**src/rtl/pwmtb_pkg.sv**
```systemverilog
package pwmtb_pkg;

    localparam int CTL_W      = 16;
    localparam int PS_FIELD_W = 3;
    localparam int PS_FMAX    = (2 ** PS_FIELD_W) - 1;
    // largest divisor is (2*PS_FMAX) << PS_FMAX
    localparam int PS_W       = $clog2(2 * PS_FMAX) + PS_FMAX;

    typedef enum logic [1:0] {
        CM_UP     = 2'b00,
        CM_DOWN   = 2'b01,
        CM_UPDOWN = 2'b10,
        CM_FREEZE = 2'b11
    } cnt_mode_e;

    typedef enum logic [1:0] {
        RUN_HALT_NOW  = 2'b00,
        RUN_HALT_ZERO = 2'b01,
        RUN_FREE_ALT  = 2'b10,
        RUN_FREE      = 2'b11
    } run_mode_e;

    // control word layout, msb first
    typedef struct packed {
        run_mode_e              run;     // 15:14
        logic                   rsv13;   // 13
        logic [PS_FIELD_W-1:0]  cdiv;    // 12:10
        logic [PS_FIELD_W-1:0]  hsdiv;   // 9:7
        logic [2:0]             rsv6_4;  // 6:4
        logic                   prd_imm; // 3
        logic                   rsv2;    // 2
        cnt_mode_e              mode;    // 1:0
    } tb_ctl_t;

    // divisor minus one for the prescaler terminal count
    function automatic logic [PS_W-1:0] ps_div_m1(
        input logic [PS_FIELD_W-1:0] hs,
        input logic [PS_FIELD_W-1:0] cd
    );
        logic [PS_W-1:0] base;
        base = (hs == '0) ? PS_W'(1) : PS_W'({hs, 1'b0});
        return (base << cd) - PS_W'(1);
    endfunction

    function automatic logic halt_blocks(
        input run_mode_e run,
        input logic      halt,
        input logic      at_zero
    );
        logic blk;
        unique case (run)
            RUN_HALT_NOW:  blk = halt;
            RUN_HALT_ZERO: blk = halt && at_zero;
            default:       blk = 1'b0;
        endcase
        return blk;
    endfunction

endpackage

```
**src/rtl/pwmtb_prescale.sv**
```systemverilog
module pwmtb_prescale
    import pwmtb_pkg::*;
(
    input  logic                  clk,
    input  logic                  rst,
    input  logic                  restart,
    input  logic [PS_FIELD_W-1:0] hsdiv,
    input  logic [PS_FIELD_W-1:0] cdiv,
    output logic                  tick
);

    logic [PS_W-1:0] pcnt;
    logic [PS_W-1:0] term;

    assign term = ps_div_m1(hsdiv, cdiv);
    assign tick = (pcnt >= term);

    always_ff @(posedge clk) begin
        if (rst || restart) begin
            pcnt <= '0;
        end else if (tick) begin
            pcnt <= '0;
        end else begin
            pcnt <= pcnt + PS_W'(1);
        end
    end

endmodule

```
**src/rtl/pwmtb_period.sv**
```systemverilog
module pwmtb_period #(
    parameter int W = 16
) (
    input  logic         clk,
    input  logic         rst,
    input  logic         wr_en,
    input  logic [W-1:0] wr_data,
    input  logic         imm,
    input  logic         load_zero,
    output logic [W-1:0] prd_act,
    output logic [W-1:0] prd_act_nxt
);

    logic [W-1:0] prd_shd;
    logic [W-1:0] shd_nxt;

    always_comb begin
        prd_act_nxt = prd_act;
        shd_nxt     = prd_shd;
        if (load_zero) begin
            prd_act_nxt = prd_shd;
        end
        if (wr_en) begin
            shd_nxt = wr_data;
            if (imm) begin
                prd_act_nxt = wr_data;
            end
        end
    end

    always_ff @(posedge clk) begin
        if (rst) begin
            prd_act <= '0;
            prd_shd <= '0;
        end else begin
            prd_act <= prd_act_nxt;
            prd_shd <= shd_nxt;
        end
    end

endmodule

```
**src/rtl/pwmtb_counter.sv**
```systemverilog
module pwmtb_counter
    import pwmtb_pkg::*;
#(
    parameter int W = 16
) (
    input  logic         clk,
    input  logic         rst,
    input  logic         adv,
    input  cnt_mode_e    mode,
    input  logic [W-1:0] prd,
    output logic [W-1:0] cnt,
    output logic         dir_dn,
    output logic [W-1:0] cnt_nxt
);

    localparam logic [W-1:0] ONE = W'(1);

    logic [W-1:0] step_val;
    logic         step_dir;

    always_comb begin
        step_val = cnt;
        step_dir = dir_dn;
        unique case (mode)
            CM_UP: begin
                step_dir = 1'b0;
                step_val = (cnt >= prd) ? '0 : cnt + ONE;
            end
            CM_DOWN: begin
                step_dir = 1'b1;
                step_val = (cnt == '0) ? prd : cnt - ONE;
            end
            CM_UPDOWN: begin
                if (!dir_dn) begin
                    if (cnt >= prd) begin
                        step_dir = 1'b1;
                        step_val = (cnt == '0) ? '0 : cnt - ONE;
                    end else begin
                        step_val = cnt + ONE;
                    end
                end else begin
                    if (cnt == '0) begin
                        step_dir = 1'b0;
                        step_val = (prd == '0) ? '0 : ONE;
                    end else begin
                        step_val = cnt - ONE;
                    end
                end
            end
            default: begin
                step_val = cnt;
                step_dir = dir_dn;
            end
        endcase
    end

    assign cnt_nxt = adv ? step_val : cnt;

    always_ff @(posedge clk) begin
        if (rst) begin
            cnt    <= '0;
            dir_dn <= 1'b0;
        end else if (adv) begin
            cnt    <= step_val;
            dir_dn <= step_dir;
        end
    end

endmodule

```
**src/rtl/pwmtb_timebase.sv**
```systemverilog
module pwmtb_timebase
    import pwmtb_pkg::*;
#(
    parameter int CNT_W = 16
) (
    input  logic             clk,
    input  logic             rst,
    input  logic             ctl_we,
    input  logic [CTL_W-1:0] ctl_wdata,
    input  logic             prd_we,
    input  logic [CNT_W-1:0] prd_wdata,
    input  logic             dbg_halt,
    output logic [CNT_W-1:0] count,
    output logic             dir_down,
    output logic             zero_evt,
    output logic             prd_evt
);

    tb_ctl_t          ctl_q;
    tb_ctl_t          ctl_in;
    logic             unused_rsv;
    logic             tick_w;
    logic             stall;
    logic             adv;
    logic [CNT_W-1:0] cnt_nxt;
    logic [CNT_W-1:0] prd_act_w;
    logic [CNT_W-1:0] prd_nxt;
    logic             load_zero;
    logic [1:0]       mode_w;
    logic [1:0]       run_w;

    assign ctl_in     = tb_ctl_t'(ctl_wdata);
    assign unused_rsv = ^{ctl_q.rsv13, ctl_q.rsv6_4, ctl_q.rsv2};
    assign mode_w     = ctl_q.mode;
    assign run_w      = ctl_q.run;

    always_ff @(posedge clk) begin
        if (rst) begin
            ctl_q <= '0;
        end else if (ctl_we) begin
            ctl_q <= ctl_in;
        end
    end

    pwmtb_prescale u_pre (
        .clk     (clk),
        .rst     (rst),
        .restart (ctl_we),
        .hsdiv   (ctl_q.hsdiv),
        .cdiv    (ctl_q.cdiv),
        .tick    (tick_w)
    );

    assign stall = halt_blocks(ctl_q.run, dbg_halt, count == '0);
    assign adv   = tick_w && !stall && (ctl_q.mode != CM_FREEZE);

    pwmtb_counter #(.W(CNT_W)) u_cnt (
        .clk     (clk),
        .rst     (rst),
        .adv     (adv),
        .mode    (ctl_q.mode),
        .prd     (prd_act_w),
        .cnt     (count),
        .dir_dn  (dir_down),
        .cnt_nxt (cnt_nxt)
    );

    assign load_zero = adv && (cnt_nxt == '0);

    pwmtb_period #(.W(CNT_W)) u_prd (
        .clk         (clk),
        .rst         (rst),
        .wr_en       (prd_we),
        .wr_data     (prd_wdata),
        .imm         (ctl_q.prd_imm),
        .load_zero   (load_zero),
        .prd_act     (prd_act_w),
        .prd_act_nxt (prd_nxt)
    );

    always_ff @(posedge clk) begin
        if (rst) begin
            zero_evt <= 1'b0;
            prd_evt  <= 1'b0;
        end else begin
            zero_evt <= load_zero;
            prd_evt  <= adv && (cnt_nxt == prd_nxt);
        end
    end

endmodule

```
**config.mk**
```make
export PLATFORM = sky130hd
export DESIGN_NAME = pwmtb_timebase
export DESIGN_NICKNAME = d
export VERILOG_FILES = /design/src/rtl/pwmtb_pkg.sv /design/src/rtl/pwmtb_prescale.sv /design/src/rtl/pwmtb_period.sv /design/src/rtl/pwmtb_counter.sv /design/src/rtl/pwmtb_timebase.sv
export SDC_FILE = /design/constraint.sdc
export NUM_CORES = 1
export LEC_CHECK = 0
export CAP_MARGIN = 20
export CORE_ASPECT_RATIO = 0.75
export CORE_MARGIN = 3
export CORE_UTILIZATION = 59
export DETAILED_ROUTE_END_ITERATION = 16
export PLACE_DENSITY = 0.83
export SLEW_MARGIN = 40
export SYNTH_ARGS = -nofsm -noshare
export SYNTH_HDL_FRONTEND = slang
export SYNTH_SLANG_ARGS = --single-unit
```
**constraint.sdc**
```tcl
create_clock -name clk -period 7.85 [get_ports clk]
set_input_delay 1.57 -clock clk [delete_from_list [all_inputs] [get_ports clk]]
set_output_delay 1.57 -clock clk [all_outputs]
set_load 0.01 [all_outputs]
```
After elaboration in Yosys (flattened, before gate mapping):

Index checks and enable logic that the tools add are counted.

* bits in registers: 73
* word-level logic and storage cells: 58
* output and inout bits: 19

* $add $sub $neg: 4
* reductions and logical operators: 16
* shifts and indexed selects: 1
* equal/unequal tests: 5
* $lt $le $gt $ge: 2
* muxes and demuxes: 18

Operator list (number)
* 16-bit 2-to-1 mux: 10
* 16-bit zero test: 3
* 16-bit case mux with 3 select lines: 1
* 16-bit by 1-bit adder with 16-bit output (second input constant): 1
* 16-bit == test: 1
* 16-bit >= comparator: 1
* 16-bit by 1-bit subtractor with 16-bit output (second input constant): 1
* 11-bit by 1-bit adder with 11-bit output (second input constant): 1
* 11-bit >= comparator: 1
* 11-bit by 3-bit left shift with 11-bit output: 1
* 11-bit by 1-bit subtractor with 11-bit output (second input constant): 1
* 1-bit logical AND: 5
* 2-bit by 1-bit == test with 1-bit output (second input constant): 2
* 2-bit zero test: 2
* 1-bit 2-to-1 mux: 4
* 4-bit 2-to-1 mux: 1
* 3-bit zero test: 1
* 1-bit case mux with 3 select lines: 1
* 3-bit nonzero test: 1
* 2-bit == test (second input constant): 1
* 2-bit != test (second input constant): 1
* 1-bit case mux with 2 select lines: 1
* 2-bit AND reduction: 1
* 2-bit OR reduction: 1
* 2 further kinds: 2

Depth between registers and ports, before layout:

* word-level depth: 15
* gate-level depth with buffers: 29

Hierarchy:

Synthesis repeated with hierarchy kept, for this count alone.

* cells, all modules: 693
* area, all modules: 5601.6 um^2

Modules (own cells, without submodules)
* pwmtb_counter: instances 1, cells an instance 309, sequential area each 340.3 um^2, area each 2167.1 um^2
* pwmtb_period: instances 1, cells an instance 142, sequential area each 640.6 um^2, area each 1471.4 um^2
* pwmtb_prescale: instances 1, cells an instance 166, sequential area each 220.2 um^2, area each 1242.4 um^2
* pwmtb_timebase: instances 1, cells an instance 76, sequential area each 260.2 um^2, area each 720.7 um^2

Worst setup path after synthesis:

OpenSTA, ideal clock, no wires.

* path kind: register -> register
* start point: register ctl_q[7] in the netlist's numbering
* end point: register prd_evt
* setup time: 88 ps
* setup slack: 1964 ps
* buffers on the path: 4
* data required time: 7762 ps
* arrival time: 5798 ps
* cell stages (with the launch flop): 28
* cell sequence: dfxtp_1 clkbuf_1 clkbuf_1 nor4_1 nand2_1 ha_1 and3b_1 and3_1 nor2b_1 and3_1 nor3_1 a21oi_1 ha_1 nand4_1 nor2_1 a21oi_1 a21oi_1 buf_6 o21ai_0 a221oi_2 nand4_1 or4_1 buf_2 nor2_1 mux2_2 a221oi_1 nand4_1 nor4_2

* word-level cells in the longest chain between the ends: 15

Ends and longest elaborated chain
* start, declared: RTL line pwmtb_timebase.sv:19 `tb_ctl_t ctl_q;`
* start signal, assigned: RTL line pwmtb_timebase.sv:41 `ctl_q <= ctl_in;`
* 3-bit zero test: RTL line pwmtb_pkg.sv:41 `base = (hs == '0) ? PS_W'(1) : PS_W'({hs, 1'b0});`
* 4-bit 2-to-1 mux *: RTL line pwmtb_pkg.sv:41
* 11-bit by 3-bit left shift with 11-bit output *: RTL line pwmtb_pkg.sv:42 `return (base << cd) - PS_W'(1);`
* 11-bit by 1-bit subtractor with 11-bit output *: RTL line pwmtb_pkg.sv:42
* 11-bit >= comparator *: RTL line pwmtb_prescale.sv:16 `assign tick = (pcnt >= term);`
* 1-bit logical AND * (2 in a row): RTL line pwmtb_timebase.sv:55 `assign adv = tick_w && !stall && (ctl_q.mode != CM_FREEZE);`
* 16-bit 2-to-1 mux: RTL line pwmtb_counter.sv:57 `assign cnt_nxt = adv ? step_val : cnt;`
* 16-bit zero test: RTL line pwmtb_timebase.sv:68 `assign load_zero = adv && (cnt_nxt == '0);`
* 1-bit logical AND: RTL line pwmtb_timebase.sv:68
* 16-bit 2-to-1 mux: RTL line pwmtb_period.sv:20 `if (load_zero) begin`
* 16-bit 2-to-1 mux: RTL line pwmtb_period.sv:25 `if (imm) begin`
* 16-bit 2-to-1 mux: RTL line pwmtb_period.sv:23 `if (wr_en) begin`
* 16-bit == test: RTL line pwmtb_timebase.sv:87 `prd_evt <= adv && (cnt_nxt == prd_nxt);`
* 1-bit logical AND *: RTL line pwmtb_timebase.sv:87
* end signal, assigned: RTL line pwmtb_timebase.sv:87
* end, declared: RTL line pwmtb_timebase.sv:16 `output logic prd_evt`

Mark *: on every way between the ends. The rest lies on a longest branch, timed or not.
A chain may end at the register's enable or synchronous reset.

Worst setup path after layout:

* start point: register ctl_q[10] in the netlist's numbering
* end point: register prd_evt

* word-level cells in the longest chain between the ends: 13

Ends and longest elaborated chain (RTL line)
* 11-bit by 3-bit left shift with 11-bit output *: pwmtb_pkg.sv:42
* 11-bit by 1-bit subtractor with 11-bit output *: pwmtb_pkg.sv:42
* 11-bit >= comparator *: pwmtb_prescale.sv:16
* 1-bit logical AND * (2 in a row): pwmtb_timebase.sv:55
* 16-bit 2-to-1 mux: pwmtb_counter.sv:57
* 16-bit zero test: pwmtb_timebase.sv:68
* 1-bit logical AND: pwmtb_timebase.sv:68
* 16-bit 2-to-1 mux: pwmtb_period.sv:20
* 16-bit 2-to-1 mux: pwmtb_period.sv:25
* 16-bit 2-to-1 mux: pwmtb_period.sv:23
* 16-bit == test: pwmtb_timebase.sv:87
* 1-bit logical AND *: pwmtb_timebase.sv:87

Marks and branches as above.

==> run_results.csv <==
group,metric,value,unit
synthesis,synth-edff-count,0,
hold_path,hp-class,"reg2reg",
final_layout,antenna_cells,0,
clock_tree,postCtsHoldBufs,0,
timing,rsz0062_at_grt,"false",
power,power_leakage,2.59,nW
worst_setup_path,rr_worst_depth,26,
clock_tree,postCtsSetupBuffers,0,
final_layout,area_delta_synth_final,11.9,%
synthesis,synthFlopType,"dfxtp_1",
synthesis,yosys.cell_types.count,84,
grt,antenna_found_initial,0,
power,ir_worst_vdd,0.125,mV
worst_setup_path,r2r-end,"prd_evt",
floorplan,start_util,0.617,
hold_path,min_path_cells,1,
floorplan,die_w,123,microns
power,power,1.14,mW
grt,grt_pass1_wl,32000,microns
grt,grt_pass1_vias,6012,
timing,fmaxAchievable,143,MHz
grt,track_usage,0.358,
placement,placed_cell_area,6480,sq um
routing,detail-route-antenna-nets,0,
final_layout,fin_nets,880,
synthesis,seq_area_frac_synth,0.241,
clock_tree,cts_tree,"done",
worst_setup_path,critPathKind,"reg2reg",
job,cap_violations,0,
clock_tree,root_buffer,"clkbuf_16",
routing,routed_wl,20400,microns
placement,post-place-ws,1.03,ns
worst_setup_path,critPathCaptureType,"flip-flop",
floorplan,rows,31,
clock_tree,cts_sinks,73,
clock_tree,insertion_delay,0.34,ns
synthesis,avgSynthCellArea,7.66,sq um
routing,drt-vias-per-instance,6.77,
clock_tree,clk_path_buf_depth,2,
run_status,outcome,"complete, no violations",
clock_tree,h-tree-depth,3,
timing,hold_violations,0,
synthesis,yosys_warnings,0,
worst_setup_path,required,8.10,ns
routing,avgRoutedWirePerCell,21.6,microns
timing,finalSetupTns,0,ns
timing,finalCritPeriodShare,0.890,
clock_tree,cts_buffers,9,
routing,drt-pass1-iter-count,6,
floorplan,ios,56,
worst_setup_path,rrSetupSlack,0.86,ns
timing,slew_headroom,0.398,
timing,finalSetupViolations,0,
final_layout,drive_gt1_frac,0.0713,
worst_setup_path,cp-start-kind,"flip-flop",
floorplan,core,9810,sq um
grt,grt-ovfl-total,0,
grt,grt_max_degree,57,
synthesis,syn_inst,790,
final_layout,final_area,6780,sq um
clock_tree,path_clk_slew,0.06,ns
clock_tree,post_cts_resized,0,
worst_setup_path,cp_max_fo,23,
placement,hpwl,14900,microns
placement,port_buffers,50,
power,powerDensity,168,nW/um^2
synthesis,netlist_area,6050,sq um
routing,drtIter0Drc,943,
timing,tightest_slew,0.889,ns
worst_setup_path,arrival,7.23,ns
timing,period_needed,6.99,ns
worst_setup_path,worstReg2RegStart,"ctl_q[10]",
synthesis,ys_ff_latch,73,
final_layout,fin_util,0.690,
hold_path,hold_path_end,"u_pre.pcnt[0]",
timing,worst_slack,0.861,ns
placement,gp_congestion,0.981,
hold_path,holdCritStartpoint,"u_pre.pcnt[0]",
timing,slew_viol_final,0,
floorplan,die_area,11500,sq um
floorplan,die_y,93.7,microns
timing,fin_skew,0.00950,ns
synthesis,synth_fp_nets,862,
routing,drcViolationCount,0,
synthesis,async_flop_share,0,
routing,dr_total_vias,6400,
## metal layers
| layer | routed length (microns) | vias to the layer above | GRT usage |
|---|---|---|---|
| met3 | 2580 | 84 | 0.0891 |
| met4 | 718 | 0 | 0.127 |
| met1 | 8740 | 2969 | 0.507 |
| met2 | 8410 | 422 | 0.527 |
| li1 | - | 2925 | - |
| met5 | 0 | - | 0 |
## layout make-up
class	count	area [sq um]
Fill cell	818	3040
Timing Repair Buffer	59	558
Sequential cell	73	1460
Clock buffer	12	256
Clock inverter	4	33.8
Inverter	36	135
Multi-Input combinational cell	629	4170
Tap cell	132	165
## worst max-delay path by stage
stage,start,end,slack (ns),depth (start not counted)
after floorplan,ctl_q[7],prd_evt,1.96,27
final,ctl_q[10],prd_evt,0.86,26
after global routing,ctl_q[10],prd_evt,0.39,26
after CTS,ctl_q[10],prd_evt,0.99,23
after global placement,ctl_q[10],prd_evt,1.17,26
after detailed placement,ctl_q[10],prd_evt,1.03,23
## Yosys cell counts, types with 23 or more instances
cell | count | area (sq um)
nor2_1 | 106 | 398
dfxtp_1 | 73 | 1460
a21oi_1 | 45 | 225
nand3_1 | 45 | 225
o21ai_0 | 45 | 225
nand2_1 | 43 | 161
inv_1 | 36 | 135
ha_1 | 35 | 438
mux2i_1 | 33 | 330
clkbuf_1 | 25 | 93.8
xnor2_1 | 24 | 210
xor2_1 | 24 | 210
nor3_1 | 23 | 115
## power by group
| part | total [mW] | internal [mW] | switching (mW) |
|---|---|---|---|
| Combinational | 0.323 | 0.127 | 0.196 |
| Clock | 0.404 | 0.235 | 0.169 |
| Sequential | 0.414 | 0.386 | 0.0286 |
## layout by cell type, fill, tap and decap left out, types with 13 or more instances in the layout
cell / instances
nor2_1: 106
clkdlybuf4s50_1: 48
nand4_1: 13
nor4_1: 13
xor2_1: 24
dfxtp_1: 73
nand3_1: 45
a21oi_1: 44
ha_1: 35
mux2i_1: 33
inv_1: 36
a31oi_1: 15
o21ai_0: 45
nand2_1: 43
xnor2_1: 24
nor3_1: 23
## worst max-delay path, cell delays in order, from the launching register on
cell and delay [ns]:
dfxtp_1 0.78, nand2_1 0.20, nor3_1 0.18, o21ai_0 0.16
ha_1 0.25, and3b_1 0.20, and3_1 0.17, nor2b_1 0.15
and3_1 0.20, nor3_1 0.17, a21oi_1 0.07, ha_1 0.32
nand4_1 0.12, nor2_1 0.12, a21oi_1 0.12, a21oi_2 0.42
buf_4 0.36, o21ai_0 0.13, a22oi_1 0.17, buf_4 0.23
nand4_1 0.18, or4_1 0.65, or4_1 0.58, a211o_1 0.28
o41ai_2 0.19, nand4_1 0.16, nor4_2 0.31
## flip-flops by register name (all words and copies together) (netlist names), 2 cells and up
signal         flops
run_w              2
u_cnt.cnt         16
mode_w             2
u_prd.prd_shd     16
ctl_q              7
u_pre.pcnt        11
u_prd.prd_act     16
## cells by family after synthesis
group                    Yosys count  share of synthesized area
flip-flops                        73                      0.241
adder cells (fa/ha/maj)           35                     0.0724
multiplexers                      37                     0.0626
AND/OR/NAND/NOR                  304                      0.250
AO/OA/AOI/OAI                    205                      0.233
buffers and inverters             88                     0.0711
XOR/XNOR                          48                     0.0695
## metrics by stage
step                cells  hold WS [ns]
finish                945         0.476
global placement      929         0.466
floorplan             790         0.441
CTS                   945         0.479
global route          945         0.505
detailed placement    929         0.466
Power figures use the tool's default switching activity.
